File: config.mk
export PLATFORM = sky130hd
export DESIGN_NAME = usbh_cmdsts_ctrl
export DESIGN_NICKNAME = d
export VERILOG_FILES = /design/src/rtl/usbh_cs_pkg.sv /design/src/rtl/usbh_cmd_reg.sv /design/src/rtl/usbh_sts_reg.sv /design/src/rtl/usbh_irq_gen.sv /design/src/rtl/usbh_cmdsts_ctrl.sv
export SDC_FILE = /design/constraint.sdc
export NUM_CORES = 1
export LEC_CHECK = 0
export BUFFER_PORTS_ARGS = -buffer_cell sky130_fd_sc_hd__buf_2
export CAP_MARGIN = 15
export CORE_UTILIZATION = 45
export DETAILED_ROUTE_END_ITERATION = 6
export GPL_TIMING_DRIVEN = 0
export PLACE_DENSITY = 0.82
export SYNTH_ARGS = -nofsm -noshare
export SYNTH_HDL_FRONTEND = slang
export SYNTH_HIERARCHICAL = 1
export SYNTH_SLANG_ARGS = --single-unit
File: constraint.sdc
create_clock -name clk -period 3.45 [get_ports clk]
set_clock_uncertainty 0.05 [all_clocks]
set_input_delay 0.1725 -clock clk [delete_from_list [all_inputs] [get_ports clk]]
set_output_delay 0.1725 -clock clk [all_outputs]
set_load 0.03 [all_outputs]
File: src/rtl/usbh_cs_pkg.sv
package usbh_cs_pkg;
  localparam int STS_W = 6;
  localparam int B_INT = 0;
  localparam int B_ERR = 1;
  localparam int B_RES = 2;
  localparam int B_HSE = 3;
  localparam int B_HPE = 4;
  localparam int B_HLT = 5;
  // bits software may clear; the halted bit follows the run bit instead
  localparam logic [STS_W-1:0] W1C_MASK = 6'b01_1111;

  typedef struct packed {
    logic ioc;
    logic err;
    logic proto;
    logic abort;
    logic resume;
    logic susp_req;
    logic hc_reset;
  } ev_t;
endpackage

File: src/rtl/usbh_cmd_reg.sv
module usbh_cmd_reg
  import usbh_cs_pkg::*;
(
  input  logic clk,
  input  logic rst,
  input  ev_t  ev,
  input  logic cmd_we,
  input  logic cmd_run,
  input  logic cmd_cfg,
  input  logic halt_q,
  output logic run_q,
  output logic cfg_q,
  output logic susp_q,
  output logic halt_d
);
  logic fatal;
  logic run_d;
  logic cfg_d;
  logic susp_d;

  assign fatal = ev.proto | ev.abort;

  always_comb begin
    // run: reset, then fatal events, then software
    if (ev.hc_reset)   run_d = 1'b0;
    else if (fatal)    run_d = 1'b0;
    else if (cmd_we)   run_d = cmd_run;
    else               run_d = run_q;

    if (ev.hc_reset)   cfg_d = 1'b0;
    else if (cmd_we)   cfg_d = cmd_cfg;
    else               cfg_d = cfg_q;

    // halted follows run: set on any stop, cleared on start
    if (ev.hc_reset)                     halt_d = 1'b0;
    else if (run_d)                      halt_d = 1'b0;
    else if (fatal || (run_q && !run_d)) halt_d = 1'b1;
    else                                 halt_d = halt_q;

    if (ev.hc_reset)                     susp_d = 1'b0;
    else if (ev.resume && susp_q)        susp_d = 1'b0;
    else if (ev.susp_req && !run_q)      susp_d = 1'b1;
    else                                 susp_d = susp_q;
  end

  always_ff @(posedge clk) begin
    if (rst) begin
      run_q  <= 1'b0;
      cfg_q  <= 1'b0;
      susp_q <= 1'b0;
    end else begin
      run_q  <= run_d;
      cfg_q  <= cfg_d;
      susp_q <= susp_d;
    end
  end
endmodule

File: src/rtl/usbh_sts_reg.sv
module usbh_sts_reg #(
  parameter int W = 6,
  parameter logic [W-1:0] CLR_MASK = '1
) (
  input  logic         clk,
  input  logic         rst,
  input  logic         hc_reset,
  input  logic [W-1:0] set,
  input  logic [W-1:0] clr,
  output logic [W-1:0] q,
  output logic [W-1:0] d
);
  for (genvar i = 0; i < W; i++) begin : g_bit
    if (CLR_MASK[i]) begin : g_w1c
      // sticky flag: hardware set wins over software clear
      always_comb begin
        if (hc_reset) d[i] = 1'b0;
        else          d[i] = set[i] | (q[i] & ~clr[i]);
      end
    end else begin : g_track
      // level-tracked flag, loaded from its set input
      always_comb d[i] = set[i];
    end

    always_ff @(posedge clk) begin
      if (rst) q[i] <= 1'b0;
      else     q[i] <= d[i];
    end
  end
endmodule

File: src/rtl/usbh_irq_gen.sv
module usbh_irq_gen #(
  parameter int W = 6
) (
  input  logic         clk,
  input  logic         rst,
  input  logic         ien_we,
  input  logic [W-1:0] ien_in,
  input  logic [W-1:0] sts_d,
  output logic [W-1:0] ien_q,
  output logic         irq_q
);
  logic [W-1:0] ien_d;

  assign ien_d = ien_we ? ien_in : ien_q;

  always_ff @(posedge clk) begin
    if (rst) begin
      ien_q <= '0;
      irq_q <= 1'b0;
    end else begin
      ien_q <= ien_d;
      irq_q <= |(sts_d & ien_d);
    end
  end
endmodule

File: src/rtl/usbh_cmdsts_ctrl.sv
module usbh_cmdsts_ctrl
  import usbh_cs_pkg::*;
(
  input  logic             clk,
  input  logic             rst,
  input  logic             cmd_we_i,
  input  logic             cmd_run_i,
  input  logic             cmd_cfg_i,
  input  logic [STS_W-1:0] sts_clr_i,
  input  logic             ien_we_i,
  input  logic [STS_W-1:0] ien_i,
  input  logic             ev_ioc_i,
  input  logic             ev_err_i,
  input  logic             ev_proto_i,
  input  logic             ev_abort_i,
  input  logic             ev_resume_i,
  input  logic             ev_susp_req_i,
  input  logic             ev_hc_reset_i,
  output logic             run_o,
  output logic             cfg_o,
  output logic             suspended_o,
  output logic [STS_W-1:0] sts_o,
  output logic [STS_W-1:0] ien_o,
  output logic             irq_o
);
  ev_t              ev;
  logic             halt_d;
  logic [STS_W-1:0] sts_set;
  logic [STS_W-1:0] sts_clr;
  logic [STS_W-1:0] sts_d;

  assign ev = '{ioc: ev_ioc_i, err: ev_err_i, proto: ev_proto_i,
                abort: ev_abort_i, resume: ev_resume_i,
                susp_req: ev_susp_req_i, hc_reset: ev_hc_reset_i};

  usbh_cmd_reg u_cmd (
    .clk     (clk),
    .rst     (rst),
    .ev      (ev),
    .cmd_we  (cmd_we_i),
    .cmd_run (cmd_run_i),
    .cmd_cfg (cmd_cfg_i),
    .halt_q  (sts_o[B_HLT]),
    .run_q   (run_o),
    .cfg_q   (cfg_o),
    .susp_q  (suspended_o),
    .halt_d  (halt_d)
  );

  always_comb begin
    sts_set        = '0;
    sts_set[B_INT] = ev_ioc_i;
    sts_set[B_ERR] = ev_err_i;
    sts_set[B_RES] = ev_resume_i & suspended_o;
    sts_set[B_HSE] = ev_abort_i;
    sts_set[B_HPE] = ev_proto_i;
    sts_set[B_HLT] = halt_d;
  end

  assign sts_clr = sts_clr_i & W1C_MASK;

  usbh_sts_reg #(.W(STS_W), .CLR_MASK(W1C_MASK)) u_sts (
    .clk      (clk),
    .rst      (rst),
    .hc_reset (ev_hc_reset_i),
    .set      (sts_set),
    .clr      (sts_clr),
    .q        (sts_o),
    .d        (sts_d)
  );

  usbh_irq_gen #(.W(STS_W)) u_irq (
    .clk    (clk),
    .rst    (rst),
    .ien_we (ien_we_i),
    .ien_in (ien_i),
    .sts_d  (sts_d),
    .ien_q  (ien_o),
    .irq_q  (irq_o)
  );
endmodule

### After elaboration in Yosys (flattened, before gate mapping)

Cells that the tools add are included.

| cells by class | value |
|---|---|
| add/sub/neg operators | 0 |
| multipliers | 0 |
| divide/modulo/power cells | 0 |
| magnitude comparators | 0 |
| equal/unequal tests | 0 |
| shifts and indexed selects | 0 |
| muxes and demuxes | 12 |
| bitwise logic cells | 18 |
| reductions and logical operators | 9 |

Operators with widths:

| cell | number |
|---|---|
| two-way mux 1 bit | 11 |
| AND 1 bit | 6 |
| AND 6 bit | 1 |
| two-way mux 6 bit | 1 |
| bitwise OR 1 bit | 6 |
| OR reduction 6 bit | 1 |
| inverter 1 bit | 5 |
| logical AND 1 bit | 3 |
| OR reduction 3 bit | 1 |
| logical NOT 1 bit | 2 |
| OR reduction 2 bit | 1 |
| logical OR 1 bit | 1 |

| word-level totals | value |
|---|---|
| bits in registers | 16 |
| bits in latches | 0 |
| RAM bits | 0 |
| memory bits (read-only) | 0 |
| input bits | 25 |
| output and inout bits | 16 |
| word-level logic and storage cells | 50 |
| memories kept | 0 |

### Depth between registers and ports, before layout

Gate-level depths: netlist of run 1.

| depth | value |
|---|---|
| word-level depth | 11 |
| gate-level depth with buffers | 6 |
| depth with buffers taken out | 6 |

### Modules after synthesis

The synthesis of run 1 kept the hierarchy.

By module, submodules not included:

| module | times used | cells each | area each (um^2) | seq. area each (um^2) |
|---|---|---|---|---|
| usbh_irq_gen | 1 | 31 | 287.8 | 140.1 |
| usbh_sts_reg | 1 | 29 | 261.5 | 120.1 |
| usbh_cmd_reg | 1 | 13 | 148.9 | 60.1 |
| usbh_cmdsts_ctrl | 1 | 2 | 10.0 | 0.0 |

### Least setup slack after synthesis of run 1

No wires, ideal clock.

| timing path | value |
|---|---|
| path type | reg-to-reg |
| from | register u_cmd.run_q |
| to | register u_irq.irq_q |
| setup time | 0.120 ns |
| arrival time | 1.266 ns |
| required time | 3.280 ns |
| setup slack | 2.014 ns |
| stages on the path, launching flop included | 7 |
| buffers on the path | 1 |
| clock period less this slack | 1.436 ns |
| cells stage by stage | dfxtp_1 > mux2_4 > a211oi_1 > buf_4 > inv_1 > o22ai_1 > o31a_1 |

| on the way | value |
|---|---|
| word-level cells in the longest chain between the ends | 11 |

Ends and longest elaborated chain:

| what | line | source |
|---|---|---|
| start: declaration | usbh_cmd_reg.sv:11 | `output logic run_q,` |
| start signal: assignment | usbh_cmd_reg.sv:52 | `run_q <= run_d;` |
| two-way mux 1 bit | usbh_cmd_reg.sv:27 | `else if (cmd_we) run_d = cmd_run;` |
| two-way mux 1 bit | usbh_cmd_reg.sv:26 | `else if (fatal) run_d = 1'b0;` |
| two-way mux 1 bit | usbh_cmd_reg.sv:25 | `if (ev.hc_reset) run_d = 1'b0;` |
| logical NOT 1 bit | usbh_cmd_reg.sv:37 | `else if (fatal \|\| (run_q && !run_d)) halt_d = 1'b1;` |
| logical AND 1 bit | usbh_cmd_reg.sv:37 |  |
| logical OR 1 bit | usbh_cmd_reg.sv:37 |  |
| two-way mux 1 bit | usbh_cmd_reg.sv:37 |  |
| two-way mux 1 bit * | usbh_cmd_reg.sv:36 | `else if (run_d) halt_d = 1'b0;` |
| two-way mux 1 bit * | usbh_cmd_reg.sv:35 | `if (ev.hc_reset) halt_d = 1'b0;` |
| named net halt_d | usbh_cmdsts_ctrl.sv:27 | `logic halt_d;` |
| AND 6 bit * | usbh_irq_gen.sv:22 | `irq_q <= \|(sts_d & ien_d);` |
| OR reduction 6 bit * | usbh_irq_gen.sv:22 |  |
| end signal: assignment | usbh_irq_gen.sv:22 |  |
| end: declaration | usbh_irq_gen.sv:10 | `output logic irq_q` |

The timed path passes the listed nets; every way through them passes the cells marked *.
A chain may end at the register's enable or synchronous reset.

### Final worst setup path of run 1

Ends and elaborated chain as after synthesis.

==> results.cfg, run 1 <==
[finish]
num_antenna_cells = 0
n_fill_cell = 121
nets = 142
seqCellArea_um2 = 320.3
drive_gt1_share_pct = 45.69
fin_area_um2 = 949.7
syn_to_final_growth_pct = 34.81
multi_input_area_um2 = 320.3

[sta]
setup_viol = 0
fin_crit_ns = 1.423
fmax_mhz = 702.6
slew_viol_final = 0
hold_viol_final = 0
grt_setup_unrepaired = no
post-route-period-util_pct = 41.25
worstMarginPinSlew_ns = 0.2581
fin_tns_setup_ns = 0
maxSlewHeadroom_pct = 82.69

[routing]
drt_iter0_drc = 8
drt_wl_total_um = 1348
drt_drc_violations_left = 0
vias = 642
routedWlPerCell_um = 10.29
dr.pass1.iters = 2
antenna_left = 0
via_per_inst = 4.901

[setup_path]
path_class = flop to flop
max_stage_delay_ns = 0.34
cp-startpoint = u_cmd/run_q
cp_data_arrival_time_ns = 1.60
worstRegToRegCells = 6
r2r_end = u_irq/irq_q
crit_chain = mux2_4 -> a211oi_1 -> buf_4 -> inv_1 -> o22ai_1 -> o31a_1
worst_setup_path_end_kind = flop
slowest_stage = dfxtp_1
worstPathRequired_ns = 3.62
cp_max_fo = 4
r2r_slack_ns = 2.03
startpoint_type = flop
rr_startpoint = u_cmd/run_q
cp-endpoint = u_irq/irq_q

[clocking]
insertion_delay_ns = 0.28
cts_tree = yes
cts_setup_buffers = 0
clk_pin_slew_ns = 0.09
clkSinkCount = 16
clockRootBuffer = clkbuf_4
cts_buffers = 3
ctsResizeCount = 0
ctsHoldBuffers = 0
cts_max_level = 1
clk_path_buf_depth = 2

[die]
die_x_um = 41.57
initial_core_util_pct = 50.95
num_rows = 13
die_area_um2 = 1728
coreArea_um2 = 1383
die_h_um = 41.57
ios = 41

[global_routing]
grt_pass1_vias = 574
grt_start_max_net_pins = 13
grt_overflow = 0
grt_pass1_wl_um = 2325
antenna_found_initial = 0
grt_usage_pct = 16.76

[placement]
place_area_um2 = 913.4
dpl.hpwl_um = 1067
port_buffers = 38
place.gp.congestion = 0.7038

[logic_synthesis]
yosysWarnings = 6
avgSynthCellArea_um2 = 9.519
syn_area_um2 = 704.4
syn_inst = 74
synth_nets = 99

[hold_path]
whs_path_depth = 3
min_from = ev_err_i
min_path_type = input pin to flop

[run_status]
outcome = finished, final reports clean

[job]
drv_cap = 0

[pwr]
p_leak_nw = 0.4731
ir_drop_uv = 248.4
power_density_nw_per_um2 = 415.6
-- sequential cells by signal, summed over array words and instances, names as in the netlist --
name          flops
u_cmd/run_q       1
u_irq/ien_q       6
u_sts/q           6
u_cmd/cfg_q       1
u_cmd/susp_q      1
u_irq/irq_q       1
-- cell usage in the layout, fill, tap and decap left out, types with 3 or more instances in the layout --
master and instances:
a21oi_2 5, mux2i_1 7, inv_1 7, clkbuf_4 3, a21oi_1 5, nand2b_1 5, nor2_1 7, dfxtp_1 16
clkinv_1 5, o22ai_1 3, buf_2 38
-- critical path, delay by kind of cell, from the launching register on --
kind                   cells  cell delay [ns]
DFF                        1             0.34
muxes                      1             0.27
buffers and inverters      2             0.19
AOI/OAI and AO/OA          3             0.52
-- layer usage --
layer / vias to the layer above / GRT usage, % / routed length [µm]
li1: 330 / - / -
met1: 284 / 20.87 / 628
met2: 26 / 27.50 / 607
met3: 2 / 3.478 / 96
met4: 0 / 7.742 / 16
met5: - / 0 / 0
-- worst min-delay path by stage --
| stage | endpoint | slack, ns |
|---|---|---|
| after CTS | u_sts/q[1] | 0.07 |
| after global placement | u_sts/q[0] | 0.37 |
| after global routing | u_sts/q[0] | 0.07 |
| after detailed placement | u_sts/q[1] | 0.37 |
| after floorplan | u_cmd/susp_q | 0.19 |
| final | u_sts/q[1] | 0.08 |
-- metrics by stage --
step           total power [W]  utilization [%]  hold slack (ns)  setup slack, ns  cells
2_1_floorplan        0.0002503                -           0.1871            2.014     74
3_3_place_gp         0.0002776            66.06           0.3708            2.043    127
3_5_place_dp         0.0002791            66.06           0.3736            2.062    127
4_1_cts              0.0003992            68.69          0.07093            2.019    131
5_1_grt              0.0004137            68.69          0.07363            1.927    131
6_report             0.0003947            68.69          0.07763            2.027    131
-- area by class of cell --
| class | count | area share [%] |
|---|---|---|
| inverters | 12 | 4.743 |
| plain buffers | 2 | 1.976 |
| clock buffers | 4 | 3.821 |
| well taps | 15 | 1.976 |
| repair buffers | 38 | 20.03 |
| multi-input cells | 44 | 33.73 |
| flip-flops and latches | 16 | 33.73 |
-- power by group --
group / internal, W / switching [W] / leakage [nW]
Clock: 0.0000641 / 0.0000559 / 0.0210
Combinational: 0.0000323 / 0.0000443 / 0.321
Sequential: 0.000194 / 0.00000418 / 0.132
Power figures use the tool's default switching activity.
==> run 2: changes to the inputs <==
- CORE_UTILIZATION: 45 -> 41
- PLACE_DENSITY: 0.82 -> 0.76
- clock period: 3.45 -> 1.35 ns (I/O delays scaled with it)
==> results.cfg, run 2 (same netlist as run 1, synthesis figures left out) <==
[pwr]
swShare_pct = 27.46
power_frac_comb_pct = 21.4
p_leak_nw = 0.5040
intPower_w = 0.0007566
finalPower_w = 0.001043
seq_power_share_pct = 48.4
power_switching_w = 0.0002864
ir_drop_uv = 735.0
power_density_nw_per_um2 = 992.4
clkPwrFrac_pct = 30.2

[die]
num_rows = 14
die_x_um = 43.45
die_area_um2 = 1888
initial_core_util_pct = 45.18
die_h_um = 43.45
ios = 41
coreArea_um2 = 1559

[finish]
layout_common_cells = buf_2 (38), dfxtp_1 (15)
finalNonFillerCells = 138
final_common_cell = buf_2
syn_to_final_growth_pct = 49.20
drive_gt1_share_pct = 45.90
num_antenna_cells = 0
nets = 148
top_regs = u_irq/ien_q (6), u_sts/q (6)

[placement]
port_buffers = 38
dp.cells = 128
place.gp.congestion = 0.7815
dpl.hpwl_um = 1138

[clocking]
cts_max_level = 1
clkSinkCount = 16
clockRootBuffer = clkbuf_4
cts_tree = yes
clk_path_buf_depth = 2
cts_buffers = 3
insertion_delay_ns = 0.28
clk_pin_slew_ns = 0.09

[sta]
worstMarginPinSlew_ns = 0.2751
maxSlewHeadroom_pct = 81.52
fin_crit_ns = 1.274
hold_ws_ns = 0.008309
fmax_mhz = 784.6
hold_viol_final = 0
grt_setup_unrepaired = no
post-route-period-util_pct = 94.41
slew_viol_final = 0
setup_viol = 0

[setup_path]
max_stage_delay_ns = 0.37
cp_data_arrival_time_ns = 1.46
path_class = flop to flop
worst_setup_path_end_kind = flop
worstPathRequired_ns = 1.54
crit_buf_inv = 1
r2r_slack_ns = 0.08
cp_max_fo = 4
startpoint_type = flop
critPathTopFamily = compound AO/OA/AOI/OAI gates
path_depth = 5
crit_chain = mux2_4 -> a211oi_4 -> inv_1 -> o22ai_2 -> o31a_1
worstRegToRegCells = 5
slowest_stage = dfxtp_4

[global_routing]
grt_pass1_vias = 681
grt_overflow = 0
grt_pass1_wl_um = 2670
grt_usage_pct = 19.15
grt_start_max_net_pins = 13
antenna_found_initial = 0

[routing]
drt_wl_total_um = 1640
drt_iter0_drc = 13
routedWlPerCell_um = 11.88
vias = 688
drt_drc_violations_left = 6
dr.pass1.iters = 6
antenna_left = 0
via_per_inst = 4.986

[hold_path]
min_path_type = input pin to flop
whs_path_depth = 3

[run_status]
outcome = finished with violations
violations = design-rule violations

[job]
drv_cap = 0
## run 2: repair_timing
action,4_1_cts,5_1_grt
endpoints found under the hold margin,7,0
setup endpoints to repair,1,1
gates resized for setup,2,2
setup buffers,0,0
pin swaps,1,1
hold buffers,7,0
## run 2: per-stage QoR
| step | TNS [ns] | util [%] | cell area (µm²) | setup WS [ns] |
|---|---|---|---|---|
| 3_3_place_gp | 0 | 59.47 | 927.1 | 0.02454 |
| 6_report | 0 | 67.42 | 1051 | 0.07553 |
| 3_5_place_dp | -0.006184 | 59.47 | 927.1 | -0.006184 |
| 2_1_floorplan | 0 | - | 716.9 | 0.02355 |
| 4_1_cts | 0 | 66.85 | 1042 | 0.01712 |
| 5_1_grt | 0 | 67.42 | 1051 | 0.01216 |
## run 2: worst paths after layout
check         startpoint             end
max          u_cmd/run_q     u_irq/irq_q
min             ien_i[4]  u_irq/ien_q[4]
max reg2reg  u_cmd/run_q     u_irq/irq_q
min reg2reg   u_sts/q[0]      u_sts/q[0]
## run 2: tightest hold or removal path: stages
cell and delay (ns):
buf_2 0.07, mux2i_1 0.08, nor2_1 0.09
## run 2: layout make-up
| class | count | area (µm²) |
|---|---|---|
| buffer | 1 | 11.26 |
| clock buffer | 4 | 36.28 |
| fill | 136 | 508.0 |
| inverter | 12 | 45.04 |
| multi-input combinational | 44 | 354.1 |
| sequential | 16 | 324.1 |
| tap | 16 | 20.02 |
| timing repair buffer | 45 | 260.3 |
## run 2: power groups by stage
stage	clock network [W]	logic [W]	registers, W
final	0.000315	0.000223	0.000505
after CTS	0.000325	0.000221	0.000507
after global placement	0	0.000198	0.000516
after global routing	0.000341	0.000240	0.000508
after detailed placement	0	0.000201	0.000517
after floorplan	0	0.0000778	0.000565
## run 2: per-layer routing
layer  track usage (%)  part of all wire [%]  vias to the layer above
met1             20.05                    42                      321
met3             3.750                   4.7                        2
met2             33.94                    52                       23
li1                  -                     -                      342
met5                 0                     0                        -
met4             13.75                   1.2                        0
